`src/rtl/tbase_pkg.sv`:
```
package tbase_pkg;

    // Counting modes encoded in control bits [1:0]
    typedef enum logic [1:0] {
        MODE_UP   = 2'd0,
        MODE_DOWN = 2'd1,
        MODE_UPDN = 2'd2,
        MODE_HOLD = 2'd3
    } mode_e;

    // Counter machine states
    typedef enum logic {
        PH_RISE = 1'b0,
        PH_FALL = 1'b1
    } phase_e;

    // Control word field positions
    localparam int MODE_LSB  = 0;
    localparam int DIV2_LSB  = 7;
    localparam int DIV1_LSB  = 10;
    localparam int FREE_BIT  = 15;
    localparam logic [15:0] CTRL_MASK = 16'hDF83;

    // Register addresses
    localparam logic [1:0] A_CTRL = 2'd0;
    localparam logic [1:0] A_PRD  = 2'd1;
    localparam logic [1:0] A_CNT  = 2'd2;

endpackage

```
`src/rtl/tbase_regs.sv`:
```
module tbase_regs #(
    parameter int          DATA_W       = 16,
    parameter logic [15:0] RESET_PERIOD = 16'd999
) (
    input  logic              clk,
    input  logic              rst_n,
    input  logic              wr_en,
    input  logic [1:0]        wr_addr,
    input  logic [DATA_W-1:0] wr_data,
    output logic [DATA_W-1:0] ctrl_q,
    output logic [DATA_W-1:0] prd_q
);
    import tbase_pkg::*;

    always_ff @(posedge clk or negedge rst_n) begin
        if (!rst_n) begin
            ctrl_q <= '0;
            prd_q  <= DATA_W'(RESET_PERIOD);
        end else if (wr_en) begin
            unique case (wr_addr)
                A_CTRL:  ctrl_q <= wr_data & DATA_W'(CTRL_MASK);
                A_PRD:   prd_q  <= wr_data;
                default: ;
            endcase
        end
    end

endmodule

```
`src/rtl/tbase_divstage.sv`:
```
module tbase_divstage #(
    parameter int W = 7
) (
    input  logic         clk,
    input  logic         rst_n,
    input  logic         en,
    input  logic [W-1:0] lim,
    output logic         pulse
);
    logic [W-1:0] q;

    // >= keeps the stage safe when the limit drops below the running count
    assign pulse = en && (q >= lim);

    always_ff @(posedge clk or negedge rst_n) begin
        if (!rst_n)
            q <= '0;
        else if (en)
            q <= pulse ? '0 : q + W'(1);
    end

endmodule

```
`src/rtl/tbase_prescale.sv`:
```
module tbase_prescale #(
    parameter int DIV1_BITS = 3,
    parameter int DIV2_BITS = 3
) (
    input  logic                 clk,
    input  logic                 rst_n,
    input  logic                 run,
    input  logic [DIV1_BITS-1:0] div1_code,
    input  logic [DIV2_BITS-1:0] div2_code,
    output logic                 tick
);
    localparam int S1_W = (1 << DIV1_BITS) - 1;
    localparam int S2_W = DIV2_BITS + 1;

    logic [S1_W-1:0] lim1;
    logic [S2_W-1:0] lim2;
    logic            p1;

    // ratio 2^code, limit = ratio-1 (wraps to all ones for the top code)
    assign lim1 = (S1_W'(1) << div1_code) - S1_W'(1);
    // ratio 1 for code 0, else 2*code
    assign lim2 = (div2_code == '0) ? '0 : ({1'b0, div2_code} << 1) - S2_W'(1);

    tbase_divstage #(.W(S1_W)) u_st1 (
        .clk   (clk),
        .rst_n (rst_n),
        .en    (run),
        .lim   (lim1),
        .pulse (p1)
    );

    tbase_divstage #(.W(S2_W)) u_st2 (
        .clk   (clk),
        .rst_n (rst_n),
        .en    (p1),
        .lim   (lim2),
        .pulse (tick)
    );

endmodule

```
`src/rtl/tbase_counter.sv`:
```
module tbase_counter #(
    parameter int CNT_W = 16
) (
    input  logic             clk,
    input  logic             rst_n,
    input  logic             tick,
    input  tbase_pkg::mode_e mode,
    input  logic [CNT_W-1:0] period,
    output logic [CNT_W-1:0] cnt,
    output logic             dir_up,
    output logic             zero_stb,
    output logic             prd_stb
);
    import tbase_pkg::*;

    phase_e           ph_q, ph_d;
    logic [CNT_W-1:0] cnt_q, cnt_d;
    logic             moved;

    // state register
    always_ff @(posedge clk or negedge rst_n) begin
        if (!rst_n) begin
            ph_q  <= PH_RISE;
            cnt_q <= '0;
        end else begin
            ph_q  <= ph_d;
            cnt_q <= cnt_d;
        end
    end

    // next state
    always_comb begin
        ph_d  = ph_q;
        cnt_d = cnt_q;
        moved = 1'b0;
        if (tick) begin
            unique case (mode)
                MODE_UP: begin
                    moved = 1'b1;
                    ph_d  = PH_RISE;
                    cnt_d = (cnt_q >= period) ? '0 : cnt_q + CNT_W'(1);
                end
                MODE_DOWN: begin
                    moved = 1'b1;
                    ph_d  = PH_FALL;
                    cnt_d = (cnt_q == '0) ? period : cnt_q - CNT_W'(1);
                end
                MODE_UPDN: begin
                    moved = 1'b1;
                    unique case (ph_q)
                        PH_RISE: begin
                            if (cnt_q >= period) begin
                                ph_d  = PH_FALL;
                                cnt_d = (cnt_q == '0) ? '0 : cnt_q - CNT_W'(1);
                            end else begin
                                cnt_d = cnt_q + CNT_W'(1);
                            end
                        end
                        PH_FALL: begin
                            if (cnt_q == '0) begin
                                ph_d  = PH_RISE;
                                cnt_d = (period == '0) ? '0 : CNT_W'(1);
                            end else begin
                                cnt_d = cnt_q - CNT_W'(1);
                            end
                        end
                        default: ;
                    endcase
                end
                MODE_HOLD: ;
                default: ;
            endcase
        end
    end

    // outputs
    always_ff @(posedge clk or negedge rst_n) begin
        if (!rst_n) begin
            zero_stb <= 1'b0;
            prd_stb  <= 1'b0;
        end else begin
            zero_stb <= moved && (cnt_d == '0);
            prd_stb  <= moved && (cnt_d == period);
        end
    end

    assign cnt    = cnt_q;
    assign dir_up = (ph_q == PH_RISE);

endmodule

```
`src/rtl/pwm_timebase.sv`:
```
module pwm_timebase #(
    parameter int          CNT_W        = 16,
    parameter int          DIV1_BITS    = 3,
    parameter int          DIV2_BITS    = 3,
    parameter logic [15:0] RESET_PERIOD = 16'd999
) (
    input  logic             clk,
    input  logic             rst_n,
    input  logic             wr_en,
    input  logic [1:0]       wr_addr,
    input  logic [CNT_W-1:0] wr_data,
    input  logic [1:0]       rd_addr,
    output logic [CNT_W-1:0] rd_data,
    input  logic             dbg_halt,
    output logic [CNT_W-1:0] cnt_o,
    output logic             zero_o,
    output logic             prd_o,
    output logic             dir_up_o
);
    import tbase_pkg::*;

    logic [CNT_W-1:0] ctrl_q;
    logic [CNT_W-1:0] prd_q;
    logic             run;
    logic             tick;
    mode_e            mode;

    tbase_regs #(.DATA_W(CNT_W), .RESET_PERIOD(RESET_PERIOD)) u_regs (
        .clk     (clk),
        .rst_n   (rst_n),
        .wr_en   (wr_en),
        .wr_addr (wr_addr),
        .wr_data (wr_data),
        .ctrl_q  (ctrl_q),
        .prd_q   (prd_q)
    );

    assign run  = !dbg_halt || ctrl_q[FREE_BIT];
    assign mode = mode_e'(ctrl_q[MODE_LSB +: 2]);

    tbase_prescale #(.DIV1_BITS(DIV1_BITS), .DIV2_BITS(DIV2_BITS)) u_pre (
        .clk       (clk),
        .rst_n     (rst_n),
        .run       (run),
        .div1_code (ctrl_q[DIV1_LSB +: DIV1_BITS]),
        .div2_code (ctrl_q[DIV2_LSB +: DIV2_BITS]),
        .tick      (tick)
    );

    tbase_counter #(.CNT_W(CNT_W)) u_cnt (
        .clk      (clk),
        .rst_n    (rst_n),
        .tick     (tick),
        .mode     (mode),
        .period   (prd_q),
        .cnt      (cnt_o),
        .dir_up   (dir_up_o),
        .zero_stb (zero_o),
        .prd_stb  (prd_o)
    );

    always_comb begin
        unique case (rd_addr)
            A_CTRL:  rd_data = ctrl_q;
            A_PRD:   rd_data = prd_q;
            A_CNT:   rd_data = cnt_o;
            default: rd_data = '0;
        endcase
    end

endmodule

```
`config.mk`:
```
export PLATFORM = sky130hd
export DESIGN_NAME = pwm_timebase
export DESIGN_NICKNAME = d
export VERILOG_FILES = /design/src/rtl/tbase_pkg.sv /design/src/rtl/tbase_regs.sv /design/src/rtl/tbase_divstage.sv /design/src/rtl/tbase_prescale.sv /design/src/rtl/tbase_counter.sv /design/src/rtl/pwm_timebase.sv
export SDC_FILE = /design/constraint.sdc
export NUM_CORES = 1
export LEC_CHECK = 0
export ABC_AREA = 1
export BUFFER_PORTS_ARGS = -buffer_cell sky130_fd_sc_hd__buf_2
export CAP_MARGIN = 40
export CORE_MARGIN = 2
export CORE_UTILIZATION = 65
export CTS_BUF_LIST = sky130_fd_sc_hd__clkbuf_4
export DETAILED_ROUTE_END_ITERATION = 8
export MAX_ROUTING_LAYER = met4
export PLACE_DENSITY = 0.87
export SYNTH_ARGS = -nofsm -noshare
export SYNTH_HDL_FRONTEND = slang
export SYNTH_SLANG_ARGS = --single-unit
```
`constraint.sdc`:
```
create_clock -name clk -period 5 [get_ports clk]
set_input_delay 0.25 -clock clk [delete_from_list [all_inputs] [get_ports clk]]
set_output_delay 0.25 -clock clk [all_outputs]
set_load 0.1 [all_outputs]
```
**Word level (Yosys, flattened, before mapping)**

Cells that the tools add are included.

- Bits in registers: 56
- Bits in latches: 0
- RAM bits: 0
- Memory bits (read-only): 0
- Input bits: 24
- Output and inout port bits: 35
- Word-level logic and storage cells: 62
- Memories kept: 0

- Add/subtract/negate cells: 6
- Multipliers: 0
- Div/mod/pow operators: 0
- $lt $le $gt $ge: 3
- Equality and inequality tests: 6
- Shifts and indexed selects: 1
- Multiplexer cells: 19
- Bitwise operators: 1
- Reductions and logical operators: 18

Operators with widths:

| kind | count |
|---|---|
| $mux W16 | 6 |
| $pmux W16 S3 | 2 |
| $logic_not A16 Y1 | 3 |
| $pmux W16 S2 | 1 |
| $add A16 B1 Y16 const B | 1 |
| $eq A16 B16 Y1 | 1 |
| $ge A16 B16 Y1 | 1 |
| $sub A16 B1 Y16 const B | 1 |
| $mux W4 | 2 |
| $add A7 B1 Y7 const B | 1 |
| $ge A7 B7 Y1 | 1 |
| $mux W7 | 1 |
| $shl A1 B3 Y7 const A | 1 |
| $sub A7 B2 Y7 const B | 1 |
| $eq A2 B1 Y1 const B | 3 |
| $logic_not A2 Y1 | 3 |
| $reduce_and A2 Y1 | 3 |
| $mux W1 | 5 |
| $add A4 B1 Y4 const B | 1 |
| $eq A2 B2 Y1 const B | 2 |
| $ge A4 B4 Y1 | 1 |
| $logic_and A1 B1 Y1 | 4 |
| $sub A4 B1 Y4 const B | 1 |
| $logic_not A3 Y1 | 1 |
| 7 further kinds | 7 |

**Depth between registers and ports, before layout**

- Depth after elaboration: 8
- Mapped depth: 24
- Gate-level depth less buffers: 24

**By module**

Synthesis repeated with hierarchy kept, for this count alone.

- Cell total of the unflattened synthesis: 811
- Area total of the unflattened synthesis: 5,352.6 µm²

Modules (own cells, without submodules):

| module | instances | cells each | area each (µm²) | seq. area each (µm²) |
|---|---|---|---|---|
| tbase_counter | 1 | 475 | 2,800.2 | 475.5 |
| tbase_regs | 1 | 123 | 1,154.9 | 660.6 |
| tbase_divstage at u_pre.u_st1 | 1 | 74 | 581.8 | 175.2 |
| pwm_timebase | 1 | 76 | 406.6 | 0.0 |
| tbase_divstage at u_pre.u_st2 | 1 | 42 | 306.5 | 100.1 |
| tbase_prescale | 1 | 21 | 102.6 | 0.0 |

**Least setup slack after synthesis**

Ideal clock, no wire load.

- Path type: reg-to-output
- From: register u_cnt.cnt_q[9] (netlist: u_cnt.cnt[9])
- To: output rd_data[9]
- Arrival: 2.934 ns
- Data required time: 4.750 ns
- Path slack: 1.816 ns
- Cell stages (with the launch flop): 4
- Buffers on the path: 1
- Cells stage by stage: dfrtp_1 buf_2 inv_1 o221ai_1

- Word-level cells in the longest chain between the ends: 1

RTL lines:

| element | RTL line | text |
|---|---|---|
| from (decl) | tbase_counter.sv:17 | `logic [CNT_W-1:0] cnt_q, cnt_d;` |
| from (signal assigned) | tbase_counter.sv:27 | `cnt_q <= cnt_d;` |
| $pmux W16 S3 | pwm_timebase.sv:63 | `unique case (rd_addr)` |
| to (decl) | pwm_timebase.sv:13 | `output logic [CNT_W-1:0] rd_data,` |

Every way passes these cells.

**Final worst setup path**

- From: register u_regs.ctrl_q[7]
- To: register u_cnt.prd_stb

- Word-level cells in the longest chain between the ends: 7
- Elaborated cells on any way between the ends: 9
- Classes of those cells: 1 x add/sub; 1 x order compare; 1 x eq/ne; 3 x mux; 3 x reduce/logical

RTL lines:

| element | RTL line | text |
|---|---|---|
| from (decl) | tbase_regs.sv:10 | `output logic [DATA_W-1:0] ctrl_q,` |
| from (signal assigned) | tbase_regs.sv:21 | `A_CTRL: ctrl_q <= wr_data & DATA_W'(CTRL_MASK);` |
| $sub A4 B1 Y4 / $logic_not A3 Y1 (equally long branches) | tbase_prescale.sv:22 | `assign lim2 = (div2_code == '0) ? '0 : ({1'b0, div2_code} << 1) - S2_W'(1);` |
| $mux W4 * | tbase_prescale.sv:22 |  |
| $ge A4 B4 Y1 * | tbase_divstage.sv:13 | `assign pulse = en && (q >= lim);` |
| $logic_and A1 B1 Y1 * | tbase_divstage.sv:13 |  |
| $mux W16 | tbase_counter.sv:36 | `if (tick) begin` |
| $eq A16 B16 Y1 | tbase_counter.sv:83 | `prd_stb <= moved && (cnt_d == period);` |
| $logic_and A1 B1 Y1 * | tbase_counter.sv:83 |  |
| to (signal assigned) | tbase_counter.sv:83 |  |
| to (decl) | tbase_counter.sv:12 | `output logic prd_stb` |

Mark *: on every way between the ends. The rest lies on a longest branch, timed or not.
A chain may end at the register's enable or synchronous reset.

==> impl_metrics.sql <==
INSERT INTO impl_metrics (metric_group, metric, value, unit) VALUES
('worst_setup_path', 'crit_path_max_fanout', '18', ''),
('clock_network', 'clk_pin_slew', '0.18', 'ns'),
('route', 'dr.pass1.iters', '6', ''),
('pwr', 'intPower', '1.330', 'mW'),
('floorplanning', 'die_w', '94.46', 'um'),
('run', 'max_cap_violations', '0', ''),
('worst_setup_path', 'cp-start-kind', 'register', ''),
('grt', 'vias_in_the_first_global_route', '5643', ''),
('floorplanning', 'design.portCount', '59', ''),
('clock_network', 'clock_tree.root_cell', 'sky130_fd_sc_hd__clkbuf_4', ''),
('hold_path', 'hold_start', 'wr_data[2]', ''),
('finish', 'num_antenna_cells', '0', ''),
('worst_setup_path', 'capture_point_of_the_worst_reg_to_reg_path', 'u_cnt.prd_stb', ''),
('synth', 'synth-async-reset-ratio', '1.000', ''),
('clock_network', 'cts-root-to-sink-buffers', '2', ''),
('synth', 'total_nets_after_synthesis', '890', ''),
('route', 'drt_iter0_drc', '671', ''),
('worst_setup_path', 'critPathRequiredTime', '5.35', 'ns'),
('place', 'dpl_cell_area', '5615', 'um2'),
('pwr', 'power.share.clock', '0.056', ''),
('worst_setup_path', 'worst-r2r-setup-slack', '1.48', 'ns'),
('timing', 'finalClockSkew', '0.01688', 'ns'),
('synth', 'syn-instance-count', '828', ''),
('finish', 'multi_input_area', '3329', 'um2'),
('worst_setup_path', 'critical_path.cell_chain', 'nor2_1, ha_1, or2_2, ha_1, inv_1, nor2_1, o21ai_0, nand3_1, nand3_2, nor2_4, inv_2, nand2_1, nand2_1, nand2_1, nand2_1, nor2_1, nand2_1, nor2_1, nand2_1, nor2_2', ''),
('floorplanning', 'dieArea', '8923', 'um2'),
('synth', 'syn_area', '5319', 'um2'),
('finish', 'sequential_cell_area', '1411', 'um2'),
('floorplanning', 'initial_utilization', '0.6778', ''),
('finish', 'syn2layout_area_growth', '6.892', '%'),
('clock_network', 'tritoncts_num_sinks', '56', ''),
('grt', 'global_route.overflow_total', '0', ''),
('worst_setup_path', 'timing.critical_path.from', 'u_regs.ctrl_q[7]', ''),
('timing', 'max_clock_freq', '283.7', 'MHz'),
('worst_setup_path', 'worstSetupEndpoint', 'u_cnt.prd_stb', ''),
('synth', 'yosys_register_bits', '56', ''),
('place', 'globalplace.congestion', '1.077', ''),
('hold_path', 'min_path_type', 'in -> reg', ''),
('worst_setup_path', 'crit_path_max_incr_delay', '0.48', 'ns'),
('pwr', 'p_total', '3.802', 'mW'),
('synth', 'synth-main-ff-cell', 'sky130_fd_sc_hd__dfrtp_1', ''),
('timing', 'max_slew_margin', '0.5242', ''),
('pwr', 'cellPowerDensity', '668.7', 'nW/um2'),
('clock_network', 'tritoncts.num_buffers', '5', ''),
('grt', 'grt_start_max_net_pins', '57', ''),
('timing', 'final_hold_viol_count', '0', ''),
('route', 'vias_after_detailed_routing', '6065', ''),
('worst_setup_path', 'critical_path.n_buffers_inverters', '2', ''),
('timing', 'setup_total_negative_slack', '0', 'ns'),
('worst_setup_path', 'criticalPathCategory', 'reg -> reg', ''),
('floorplanning', 'floorplan.die.height', '94.46', 'um'),
('timing', 'grt_setup_unrepaired', 'false', ''),
('pwr', 'p_comb_frac', '0.718', ''),
('pwr', 'seqPwrFrac', '0.227', ''),
('place', 'port_buffers', '58', ''),
('finish', 'most_common_cell_after_layout_fill_and_taps_aside', 'sky130_fd_sc_hd__nand2_1', ''),
('status', 'status', 'complete, no violations', ''),
('finish', 'design_area', '5685', 'um2'),
('timing', 'period_share', '0.7049', ''),
('worst_setup_path', 'path_delay_family', 'simple AND/OR/NAND/NOR gates', ''),
('route', 'postRouteAntennaNets', '0', ''),
('floorplanning', 'area_of_the_core', '7848', 'um2'),
('route', 'remaining_drcs', '0', ''),
('worst_setup_path', 'crit_path_end_kind', 'register', ''),
('finish', 'final_cell_count_no_fill', '972', ''),
('route', 'routed_wire_length_per_instance', '18.23', 'um'),
('synth', 'synth_enable_flop_cells', '0', ''),
('worst_setup_path', 'worstPathArrival', '3.88', 'ns'),
('worst_setup_path', 'critPathSlowestCell', 'sky130_fd_sc_hd__dfrtp_1', ''),
('finish', 'nets', '931', ''),
('finish', 'layout.filler_cells', '654', '');
==> routing by layer <==
layer	vias to the layer above	part of all wire	GRT usage
met5	-	0	-
li1	2760	-	-
met2	445	0.45	0.6714
met1	2750	0.38	0.5218
met4	0	0.066	0.2331
met3	110	0.10	0.05666
==> cell usage after synthesis, types with 4 or more instances <==
library cell               instances  area, um2
sky130_fd_sc_hd__nand2_1         260      975.9
sky130_fd_sc_hd__inv_1           102      382.9
sky130_fd_sc_hd__nand3_1          78      390.4
sky130_fd_sc_hd__nor2_1           69      259.0
sky130_fd_sc_hd__dfrtp_1          48       1201
sky130_fd_sc_hd__o21ai_0          39      195.2
sky130_fd_sc_hd__ha_1             38      475.5
sky130_fd_sc_hd__nand4_1          24      150.1
sky130_fd_sc_hd__a21oi_1          22      110.1
sky130_fd_sc_hd__xor2_1           15      131.4
sky130_fd_sc_hd__clkbuf_1         12      45.04
sky130_fd_sc_hd__o21ai_1          11      55.05
sky130_fd_sc_hd__buf_2            10      50.05
sky130_fd_sc_hd__o221ai_1         10      87.58
sky130_fd_sc_hd__inv_2             9      33.78
sky130_fd_sc_hd__dfstp_2           8      210.2
sky130_fd_sc_hd__nor2_2            8      50.05
sky130_fd_sc_hd__nand3b_1          7      52.55
sky130_fd_sc_hd__nor2_4            7      78.83
sky130_fd_sc_hd__nor3_1            7      35.03
sky130_fd_sc_hd__o22ai_1           6      37.54
sky130_fd_sc_hd__or2_2             5      31.28
sky130_fd_sc_hd__o211ai_1          4      30.03
==> worst min path at each step <==
stage / slack (ns) / to / depth (start not counted)
4_1_cts: 0.06 / u_regs.prd_q[2] / 3
3_5_place_dp: 0.42 / u_regs.prd_q[3] / 2
3_3_place_gp: 0.41 / u_regs.prd_q[3] / 2
2_1_floorplan: -0.05 / u_cnt.cnt[0] / 0
6_report: 0.07 / u_regs.prd_q[2] / 3
5_1_grt: 0.05 / u_regs.prd_q[2] / 3
==> layout make-up <==
class	instances	area share
clock buffers	5	0.006602
repair buffers	61	0.05678
inverters	115	0.07636
multi-input cells	630	0.5856
clock inverters	3	0.003961
well taps	102	0.02245
flip-flops and latches	56	0.2482
==> sequential cells by signal, indices dropped and copies added, names as in the netlist <==
| signal | cells |
|---|---|
| u_cnt.cnt | 16 |
| u_cnt.ph_q | 1 |
| u_pre.u_st2.q | 4 |
| u_pre.u_st1.q | 7 |
| u_regs.ctrl_q | 10 |
| u_regs.prd_q | 16 |
| u_cnt.prd_stb | 1 |
| u_cnt.zero_stb | 1 |
==> worst reg2reg max path: stages, from the launching register on <==
cell and delay [ns]:
sky130_fd_sc_hd__dfrtp_1 0.48, sky130_fd_sc_hd__nor2_1 0.09, sky130_fd_sc_hd__ha_1 0.20, sky130_fd_sc_hd__or2_2 0.28
sky130_fd_sc_hd__ha_1 0.30, sky130_fd_sc_hd__inv_1 0.06, sky130_fd_sc_hd__nor2_1 0.08, sky130_fd_sc_hd__o21ai_0 0.10
sky130_fd_sc_hd__nand3_1 0.14, sky130_fd_sc_hd__nand3_2 0.18, sky130_fd_sc_hd__nor2_4 0.47, sky130_fd_sc_hd__inv_2 0.29
sky130_fd_sc_hd__nand2_1 0.12, sky130_fd_sc_hd__nand2_1 0.13, sky130_fd_sc_hd__nand2_1 0.11, sky130_fd_sc_hd__nand2_1 0.06
sky130_fd_sc_hd__nor2_1 0.09, sky130_fd_sc_hd__nand2_1 0.05, sky130_fd_sc_hd__nor2_1 0.08, sky130_fd_sc_hd__nand2_1 0.10
sky130_fd_sc_hd__nor2_2 0.08
==> cell families after synthesis <==
group | share of synthesized area
compound gates | 0.1059
simple gates | 0.4044
buf+inv | 0.1087
xor+xnor | 0.02635
fa+ha+maj | 0.08939
flops | 0.2653
==> stage by stage <==
stage | setup slack [ns] | hold slack (ns)
floorplan | 1.816 | -0.04559
global placement | 1.700 | 0.4082
detailed placement | 1.581 | 0.4189
CTS | 1.543 | 0.05666
global route | 1.181 | 0.05404
finish | 1.476 | 0.06672
==> power by group through the flow <==
stage	sequential, mW	combinational (mW)	clock [mW]
after floorplan	1.17	1.74	0
after global placement	0.846	2.58	0
after detailed placement	0.856	2.65	0
after CTS	0.845	2.65	0.213
after global routing	0.872	2.95	0.230
final	0.862	2.73	0.212
==> repair_timing <==
item                      4_1_cts  5_1_grt
buffers inserted                0        0
hold buffers                    1        0
hold endpoints to repair       48        0
Note: power is estimated with default switching activity, not from simulation.
